[config.mk]
export PLATFORM = sky130hd
export DESIGN_NAME = sbcg_burst_colgen
export DESIGN_NICKNAME = d
export VERILOG_FILES = /design/src/rtl/sbcg_pkg.sv /design/src/rtl/sbcg_mode_reg.sv /design/src/rtl/sbcg_beat_ctr.sv /design/src/rtl/sbcg_addr_map.sv /design/src/rtl/sbcg_burst_colgen.sv
export SDC_FILE = /design/constraint.sdc
export NUM_CORES = 1
export LEC_CHECK = 0
export ABC_CLOCK_PERIOD_IN_PS = 5350
export BUFFER_PORTS_ARGS = -buffer_cell sky130_fd_sc_hd__buf_2
export CAP_MARGIN = 25
export CELL_PAD_IN_SITES_DETAIL_PLACEMENT = 1
export CELL_PAD_IN_SITES_GLOBAL_PLACEMENT = 1
export CORE_ASPECT_RATIO = 1.1
export CORE_MARGIN = 3
export CORE_UTILIZATION = 44
export CTS_CLUSTER_SIZE = 20
export DETAILED_ROUTE_END_ITERATION = 8
export HOLD_SLACK_MARGIN = 0.08
export PLACE_DENSITY_LB_ADDON = 0.1
export SKIP_LAST_GASP = 1
export SYNTH_ARGS = -nofsm -noshare
export SYNTH_HDL_FRONTEND = slang
export SYNTH_SLANG_ARGS = --single-unit
[constraint.sdc]
create_clock -name clk -period 5.35 [get_ports clk]
set_input_delay 0.2675 -clock clk [delete_from_list [all_inputs] [get_ports clk]]
set_output_delay 0.2675 -clock clk [all_outputs]
set_load 0.02 [all_outputs]
[src/rtl/sbcg_pkg.sv]
package sbcg_pkg;
  localparam int unsigned KEY_W = 12;

  localparam logic [2:0] LEN_1    = 3'b000;
  localparam logic [2:0] LEN_2    = 3'b001;
  localparam logic [2:0] LEN_4    = 3'b010;
  localparam logic [2:0] LEN_8    = 3'b011;
  localparam logic [2:0] LEN_PAGE = 3'b111;

  typedef struct packed {
    logic [2:0] len;
    logic       ilv;
    logic [1:0] cl;
  } mode_t;

  function automatic logic len_ok(input logic [2:0] code, input logic ilv);
    case (code)
      LEN_1, LEN_2, LEN_4, LEN_8: len_ok = 1'b1;
      LEN_PAGE:                   len_ok = !ilv;
      default:                    len_ok = 1'b0;
    endcase
  endfunction

  function automatic logic cl_ok(input logic [2:0] code);
    cl_ok = (code == 3'b001) || (code == 3'b010) || (code == 3'b011);
  endfunction
endpackage

[src/rtl/sbcg_mode_reg.sv]
module sbcg_mode_reg
  import sbcg_pkg::*;
#(
  parameter int unsigned COL_W = 8
) (
  input  logic             clk,
  input  logic             rst_n,
  input  logic             cke,
  input  logic             load,
  input  logic [KEY_W-1:0] key,
  output logic [COL_W-1:0] mask,
  output logic             ilv,
  output logic [1:0]       cl,
  output logic             err
);
  mode_t cfg_q, cfg_d;
  logic  err_q, err_d;
  logic  key_ok;

  always_comb begin
    key_ok = (key[KEY_W-1:7] == '0) && cl_ok(key[6:4]) && len_ok(key[2:0], key[3]);
    cfg_d  = cfg_q;
    err_d  = err_q;
    if (cke && load) begin
      err_d = !key_ok;
      if (key_ok) begin
        cfg_d.len = key[2:0];
        cfg_d.ilv = key[3];
        cfg_d.cl  = key[5:4];
      end
    end
  end

  always_ff @(posedge clk or negedge rst_n) begin
    if (!rst_n) begin
      cfg_q <= '{len: LEN_1, ilv: 1'b0, cl: 2'd2};
      err_q <= 1'b0;
    end else begin
      cfg_q <= cfg_d;
      err_q <= err_d;
    end
  end

  assign mask = (cfg_q.len == LEN_PAGE) ? {COL_W{1'b1}} : COL_W'((1 << cfg_q.len) - 1);
  assign ilv  = cfg_q.ilv;
  assign cl   = cfg_q.cl;
  assign err  = err_q;
endmodule

[src/rtl/sbcg_beat_ctr.sv]
module sbcg_beat_ctr #(
  parameter int unsigned COL_W = 8
) (
  input  logic             clk,
  input  logic             rst_n,
  input  logic             cke,
  input  logic             start,
  input  logic [COL_W-1:0] start_col,
  input  logic             stop,
  input  logic [COL_W-1:0] mask_in,
  input  logic             ilv_in,
  output logic             active,
  output logic [COL_W-1:0] base,
  output logic [COL_W-1:0] beat,
  output logic [COL_W-1:0] mask,
  output logic             ilv,
  output logic             last
);
  logic             act_q, act_d;
  logic [COL_W-1:0] base_q, base_d, beat_q, beat_d, mask_q, mask_d;
  logic             ilv_q, ilv_d;
  logic             full;

  assign full = &mask_q;
  assign last = act_q && !full && (beat_q == mask_q);

  always_comb begin
    act_d  = act_q;
    base_d = base_q;
    beat_d = beat_q;
    mask_d = mask_q;
    ilv_d  = ilv_q;
    if (cke) begin
      if (start) begin
        act_d  = 1'b1;
        base_d = start_col;
        beat_d = '0;
        mask_d = mask_in;
        ilv_d  = ilv_in;
      end else if (stop || last) begin
        act_d  = 1'b0;
      end else if (act_q) begin
        beat_d = beat_q + 1'b1;
      end
    end
  end

  always_ff @(posedge clk or negedge rst_n) begin
    if (!rst_n) begin
      act_q  <= 1'b0;
      base_q <= '0;
      beat_q <= '0;
      mask_q <= '0;
      ilv_q  <= 1'b0;
    end else begin
      act_q  <= act_d;
      base_q <= base_d;
      beat_q <= beat_d;
      mask_q <= mask_d;
      ilv_q  <= ilv_d;
    end
  end

  assign active = act_q;
  assign base   = base_q;
  assign beat   = beat_q;
  assign mask   = mask_q;
  assign ilv    = ilv_q;
endmodule

[src/rtl/sbcg_addr_map.sv]
module sbcg_addr_map #(
  parameter int unsigned COL_W = 8
) (
  input  logic [COL_W-1:0] base,
  input  logic [COL_W-1:0] beat,
  input  logic [COL_W-1:0] mask,
  input  logic             ilv,
  output logic [COL_W-1:0] col
);
  logic [COL_W-1:0] sum;
  assign sum = base + beat;

  for (genvar i = 0; i < COL_W; i++) begin : g_bit
    assign col[i] = !mask[i] ? base[i] : (ilv ? (base[i] ^ beat[i]) : sum[i]);
  end
endmodule

[src/rtl/sbcg_burst_colgen.sv]
module sbcg_burst_colgen
  import sbcg_pkg::*;
#(
  parameter int unsigned COL_W = 8,
  localparam int unsigned LEN_W = COL_W + 1
) (
  input  logic             clk,
  input  logic             rst_n,
  input  logic             cke,
  input  logic             mode_load,
  input  logic [KEY_W-1:0] mode_key,
  input  logic             burst_start,
  input  logic [COL_W-1:0] start_col,
  input  logic             burst_stop,
  output logic [COL_W-1:0] col,
  output logic             col_valid,
  output logic             col_last,
  output logic [1:0]       cas_lat,
  output logic [LEN_W-1:0] burst_len,
  output logic             mode_err
);
  logic [COL_W-1:0] cur_mask, b_mask, b_base, b_beat;
  logic             cur_ilv, b_ilv;

  sbcg_mode_reg #(.COL_W(COL_W)) u_mode (
    .clk (clk), .rst_n (rst_n), .cke (cke), .load (mode_load), .key (mode_key),
    .mask (cur_mask), .ilv (cur_ilv), .cl (cas_lat), .err (mode_err)
  );

  sbcg_beat_ctr #(.COL_W(COL_W)) u_ctr (
    .clk (clk), .rst_n (rst_n), .cke (cke), .start (burst_start),
    .start_col (start_col), .stop (burst_stop), .mask_in (cur_mask),
    .ilv_in (cur_ilv), .active (col_valid), .base (b_base), .beat (b_beat),
    .mask (b_mask), .ilv (b_ilv), .last (col_last)
  );

  sbcg_addr_map #(.COL_W(COL_W)) u_map (
    .base (b_base), .beat (b_beat), .mask (b_mask), .ilv (b_ilv), .col (col)
  );

  assign burst_len = {1'b0, cur_mask} + 1'b1;
endmodule

==> Word level (Yosys, flattened, before mapping) <==
Cells that the tools add are included.
{ "op_classes": {"n_addsub": 4, "n_eq_ne": 10, "shifts": 1, "muxes": 23, "bitwise_logic": 8, "n_reduce_logical": 21} }
{ "op_table": {"columns": ["op", "n"], "rows": [
  ["$mux W8", 4],
  ["$mux W1", 18],
  ["$eq A3 B2 Y1 const B", 4],
  ["$add A8 B1 Y9 const B", 1],
  ["$add A8 B1 Y8 const B", 1],
  ["$add A8 B8 Y8", 1],
  ["$eq A8 B8 Y1", 1],
  ["$reduce_and A8 Y1", 1],
  ["$shl A1 B3 Y8 const A", 1],
  ["$sub A8 B2 Y8 const B", 1],
  ["$xor A1 B1 Y1", 8],
  ["$eq A3 B1 Y1 const B", 2],
  ["$eq A3 B3 Y1 const B", 2],
  ["$reduce_and A2 Y1", 3],
  ["$logic_and A1 B1 Y1", 5],
  ["$logic_not A5 Y1", 1],
  ["$reduce_bool A2 Y1", 2],
  ["$reduce_or A4 Y1", 1],
  ["$logic_not A1 Y1", 3],
  ["$logic_not A3 Y1", 1],
  ["$logic_or A1 B1 Y1", 3],
  ["$reduce_and A3 Y1", 1],
  ["$ne A2 B2 Y1 const B", 1],
  ["$pmux W1 S2", 1]
]} }
{ "totals": {"regBits": 33, "out_inout_bits": 22, "wordCells": 76} }

==> Depth between registers and ports, before layout <==
{ "logic_depth": {"ltp_word": 7, "mapped_depth": 10, "ltp_nobuf": 9} }

==> Hierarchy <==
Synthesis repeated with hierarchy kept, for this count alone.
{ "hier_totals": {"hier_cells": 248, "hier_area_um2": 2428.6} }
{ "by_module_without_submodules": {"columns": ["module", "n_inst", "cells_per_inst", "area_per_inst_um2"], "rows": [
  ["sbcg_beat_ctr", 1, 113, 1305.0],
  ["sbcg_addr_map", 1, 70, 529.3],
  ["sbcg_mode_reg", 1, 47, 473.0],
  ["sbcg_burst_colgen", 1, 18, 121.4]
]} }

==> Worst setup path after synthesis <==
No wires, ideal clock.
{ "synth_timing": {"kind": "reg2out", "start": "reg u_mode.cfg_q[5] (netlist bit)", "end": "out burst_len[4]", "arrival_ps": 2484, "required_ps": 5083, "slack_ps": 2598, "stages_incl_launch_ff": 11, "path_cell_list": "dfrtp_1 clkbuf_1 nor3_1 inv_1 ha_1 nand2_1 ha_1 inv_1 nand2_1 a31oi_1 o22ai_1"} }
{ "synth_between": {"elab_chain_cells": 4} }
{ "synth_rtl": {"columns": ["item", "line_no", "text"], "rows": [
  ["from (decl)", "sbcg_mode_reg.sv:16", "mode_t cfg_q, cfg_d;"],
  ["from (signal assigned)", "sbcg_mode_reg.sv:36", "cfg_q <= '{len: LEN_1, ilv: 1'b0, cl: 2'd2};"],
  ["from (signal assigned)", "sbcg_mode_reg.sv:39", "cfg_q <= cfg_d;"],
  ["$shl A1 B3 Y8", "sbcg_mode_reg.sv:44", "assign mask = (cfg_q.len == LEN_PAGE) ? {COL_W{1'b1}} : COL_W'((1 << cfg_q.len) - 1);"],
  ["$sub A8 B2 Y8", "sbcg_mode_reg.sv:44", null],
  ["$mux W8 *", "sbcg_mode_reg.sv:44", null],
  ["net cur_mask[1]", "sbcg_burst_colgen.sv:22", "logic [COL_W-1:0] cur_mask, b_mask, b_base, b_beat;"],
  ["$add A8 B1 Y9 *", "sbcg_burst_colgen.sv:41", "assign burst_len = {1'b0, cur_mask} + 1'b1;"],
  ["to (decl)", "sbcg_burst_colgen.sv:19", "output logic [LEN_W-1:0] burst_len,"]
]} }
The timed path passes the listed nets; every way through them passes the cells marked *.

==> Worst setup path after layout <==
{ "layout_timing": {"start": "reg u_mode.cfg_q[4] (netlist bit)", "end": "out burst_len[4]"} }
Same word-level chain as after synthesis.

==> impl_metrics.prom <==
# TYPE chip_impl_metric gauge
chip_impl_info{name="outcome",value="finished, final reports clean"} 1
chip_impl_info{name="clock-root-buffer",value="sky130_fd_sc_hd__clkbuf_8"} 1
chip_impl_metric{name="fin_skew",unit="ns"} 0.00469
chip_impl_metric{name="worstPathRequired",unit="ns"} 5.08
chip_impl_info{name="synth_top_cell_by_area",value="sky130_fd_sc_hd__dfrtp_1"} 1
chip_impl_metric{name="clkSlewWorstSetupHoldPaths",unit="ns"} 0.07
chip_impl_metric{name="buffer_ports.inserted",unit=""} 46
chip_impl_metric{name="timing.final.max_slew_violations",unit=""} 0
chip_impl_info{name="start_kind",value="flip-flop"} 1
chip_impl_metric{name="hold_path_depth",unit=""} 3
chip_impl_metric{name="route.vias.total",unit=""} 2097
chip_impl_metric{name="start_util",unit=""} 0.471
chip_impl_metric{name="dieHeight",unit="µm"} 81.3
chip_impl_metric{name="yosys.cell_types.count",unit=""} 51
chip_impl_metric{name="dr.first_iter.drc_count",unit=""} 70
chip_impl_metric{name="clock-sinks",unit=""} 33
chip_impl_metric{name="irDropWorstVdd",unit="mV"} 0.183
chip_impl_metric{name="design.final.nets",unit=""} 346
chip_impl_metric{name="count_of_flip_flops_with_a_built_in_enable_after_synthesis",unit=""} 0
chip_impl_metric{name="finalPower",unit="µW"} 822
chip_impl_metric{name="finalHoldViolations",unit=""} 0
chip_impl_metric{name="ff2ff_path_depth",unit=""} 7
chip_impl_metric{name="insertion_delay",unit="ns"} 0.29
chip_impl_info{name="ys_dominant_reg_cell",value="sky130_fd_sc_hd__dfrtp_1"} 1
chip_impl_metric{name="die-width",unit="µm"} 74.5
chip_impl_metric{name="area_of_the_core",unit="µm²"} 4810
chip_impl_metric{name="grt_antenna_before_repair",unit=""} 0
chip_impl_metric{name="synth.avg_cell_area",unit="µm²"} 8.40
chip_impl_metric{name="max_freq",unit="MHz"} 337
chip_impl_info{name="cts_tree",value="yes"} 1
chip_impl_metric{name="placed_cells_incl_taps",unit=""} 357
chip_impl_metric{name="finish.cell_count_without_fillers",unit=""} 366
chip_impl_metric{name="grt_usage",unit=""} 0.210
chip_impl_metric{name="routedWlPerCell",unit="µm"} 16.1
chip_impl_info{name="path_class",value="reg2out"} 1
chip_impl_metric{name="synthesis.yosys.warnings",unit=""} 0
chip_impl_metric{name="async_reset_ff_frac",unit=""} 1.00
chip_impl_info{name="mostFrequentLayoutCells",value="sky130_fd_sc_hd__nand2_1 (47), sky130_fd_sc_hd__buf_2 (46), sky130_fd_sc_hd__dfrtp_1 (32)"} 1
chip_impl_metric{name="wire_length_of_the_first_global_routing_pass",unit="µm"} 9780
chip_impl_metric{name="grt_start_max_net_pins",unit=""} 34
chip_impl_metric{name="fin_tns_setup",unit="ns"} 0
chip_impl_metric{name="seq_area_frac_synth",unit=""} 0.365
chip_impl_metric{name="arrival",unit="ns"} 2.70
chip_impl_metric{name="ctsResizeCount",unit=""} 0
chip_impl_metric{name="die-area",unit="µm²"} 6050
chip_impl_info{name="layout.cells.most_common",value="sky130_fd_sc_hd__nand2_1"} 1
chip_impl_metric{name="detailedRoute.firstPassIterationCount",unit=""} 4
chip_impl_metric{name="drive_above_1_share",unit=""} 0.213
chip_impl_metric{name="power_leakage",unit="µW"} 0.00127
chip_impl_info{name="ranking_of_synthesized_cells_by_area",value="sky130_fd_sc_hd__dfrtp_1 (35%), sky130_fd_sc_hd__nand2_1 (7.8%), sky130_fd_sc_hd__ha_1 (5.5%)"} 1
chip_impl_metric{name="drtAntennaViolNets",unit=""} 0
chip_impl_metric{name="globalplace.congestion",unit=""} 0.788
chip_impl_metric{name="via_per_inst",unit=""} 5.73
chip_impl_metric{name="num_io_pins",unit=""} 48
chip_impl_metric{name="drcViolationCount",unit=""} 0
chip_impl_metric{name="grt_overflow_total",unit=""} 0
chip_impl_metric{name="area.growth.synth_to_final",unit="%"} 16.1
chip_impl_metric{name="timing.final.crit_period",unit="ns"} 2.97
chip_impl_metric{name="final.fill_count",unit=""} 615
chip_impl_metric{name="maxCapViolCount",unit=""} 0
chip_impl_metric{name="finalSetupViolCount",unit=""} 0
chip_impl_metric{name="number_of_buffers_created_by_cts",unit=""} 5
chip_impl_metric{name="syn-cell-area",unit="µm²"} 2270
chip_impl_metric{name="post_syn_instances",unit=""} 270
chip_impl_metric{name="synth_nets",unit=""} 307
chip_impl_metric{name="ctsHtreeMaxLevel",unit=""} 2
chip_impl_metric{name="max-clock-path-buffers",unit=""} 2
chip_impl_metric{name="maxSlewHeadroom",unit=""} 0.457
chip_impl_metric{name="critical_path_peak_fanout",unit=""} 18
chip_impl_metric{name="power_density_over_the_cells",unit="nW/µm²"} 312
chip_impl_metric{name="fraction_of_synthesized_cell_area_taken_by_the_top_area_cell_type",unit=""} 0.353
chip_impl_metric{name="rows",unit=""} 26
chip_impl_info{name="worstHoldPathType",value="in2reg"} 1
chip_impl_metric{name="min_period_over_period",unit=""} 0.554
chip_impl_info{name="setup.worst_path.end_class",value="output port"} 1
chip_impl_metric{name="grt_pass1_vias",unit=""} 2112
chip_impl_metric{name="worst-slew-pin-transition",unit="ns"} 0.810
chip_impl_metric{name="total_inserted_antenna_cells",unit=""} 0
chip_impl_metric{name="multi_input_comb_area",unit="µm²"} 1310
chip_impl_metric{name="hold_buf_cts",unit=""} 1
chip_impl_metric{name="drt_wl_total",unit="µm"} 5880
chip_impl_metric{name="ys_ff_latch",unit=""} 33
chip_impl_info{name="rsz0062_at_grt",value="false"} 1
chip_impl_metric{name="cts_setup_buffers",unit=""} 0
chip_impl_metric{name="post-route-util",unit=""} 0.547
chip_impl_metric{name="detail_placement_hpwl",unit="µm"} 4420
chip_impl_metric{name="final-seq-area",unit="µm²"} 827
power breakdown:
part | internal (µW) | switching [µW]
clock | 185 | 97.8
combinational | 92.5 | 132
sequential | 273 | 41.1
total | 550 | 271
per-stage QoR:
step	cell area [µm²]	hold slack, ns	setup WS (ns)
floorplan	2270	-0.0281	2.60
global placement	2490	0.385	2.84
detailed placement	2490	0.384	2.72
CTS	2630	0.157	2.38
global route	2630	0.170	2.11
finish	2630	0.159	2.38
worst max-delay path: stages, from the launching register on:
cell and delay [ns]:
sky130_fd_sc_hd__dfrtp_1 0.57, sky130_fd_sc_hd__nor3_1 0.43, sky130_fd_sc_hd__inv_1 0.08, sky130_fd_sc_hd__ha_1 0.37, sky130_fd_sc_hd__nand2_1 0.07, sky130_fd_sc_hd__ha_1 0.21, sky130_fd_sc_hd__inv_1 0.11, sky130_fd_sc_hd__nand2_1 0.09
sky130_fd_sc_hd__a31oi_1 0.20, sky130_fd_sc_hd__o22ai_1 0.10, sky130_fd_sc_hd__buf_2 0.18
Yosys cell counts (all sizes together) (2+ instances only):
cell / number
inv: 13
o21ai: 18
nor4bb: 3
mux2: 7
nor3: 7
nand4: 4
nand2b: 6
nor2: 18
nand3: 9
xnor2: 12
o221ai: 2
nor2b: 4
xor2: 2
o21a: 3
a311oi: 2
clkbuf: 8
mux2i: 2
o21bai: 2
or2: 2
nand2: 47
a31oi: 3
a21oi: 13
o22ai: 2
buf: 7
o31ai: 2
a211o: 2
or3: 5
a21o: 2
o311ai: 4
dfrtp: 32
ha: 10
final timing paths:
check	startpoint	slack, ns	end
worst min register to register	u_mode.ilv	0.48	u_ctr.ilv
worst max register to register	u_mode.cfg_q[4]	3.16	u_ctr.mask[2]
worst min-delay path	start_col[3]	0.16	u_ctr.base[3]
max in group asynchronous	rst_n	4.28	u_mode.cfg_q[4]
worst max-delay path	u_mode.cfg_q[4]	2.38	burst_len[4]
min in group asynchronous	rst_n	0.59	u_ctr.base[5]
layer usage:
| metal | routed length, µm | part of all wire | global-route usage |
|---|---|---|---|
| met2 | 2940 | 0.50 | 0.362 |
| met1 | 2600 | 0.44 | 0.260 |
| met3 | 211 | 0.036 | 0.0371 |
| met4 | 126 | 0.021 | 0.0730 |
| met5 | 0 | 0 | 0 |
kinds of logic after synthesis:
| group | Yosys count | synth area share |
|---|---|---|
| XOR/XNOR | 14 | 0.0541 |
| AO/OA/AOI/OAI | 62 | 0.180 |
| adder cells (fa/ha/maj) | 11 | 0.0640 |
| AND/OR/NAND/NOR | 112 | 0.236 |
| other | 1 | 0.00165 |
| multiplexers | 9 | 0.0436 |
| flip-flops | 33 | 0.365 |
| buffers and inverters | 28 | 0.0563 |
cell type report:
type	instances	share of cell area
flip-flops and latches	33	0.314
well taps	56	0.0266
clock buffers	5	0.0261
repair buffers	47	0.0912
inverters	13	0.0185
multi-input cells	209	0.499
clock inverters	3	0.0247
sequential cells by signal (all words and copies together), names as in the netlist:
register	cells
u_ctr.active	1
u_mode.cl	2
u_mode.err	1
u_ctr.base	8
u_ctr.ilv	1
u_mode.ilv	1
u_ctr.beat	8
u_ctr.mask	8
u_mode.cfg_q	3
(Power assumes the default switching activity.)
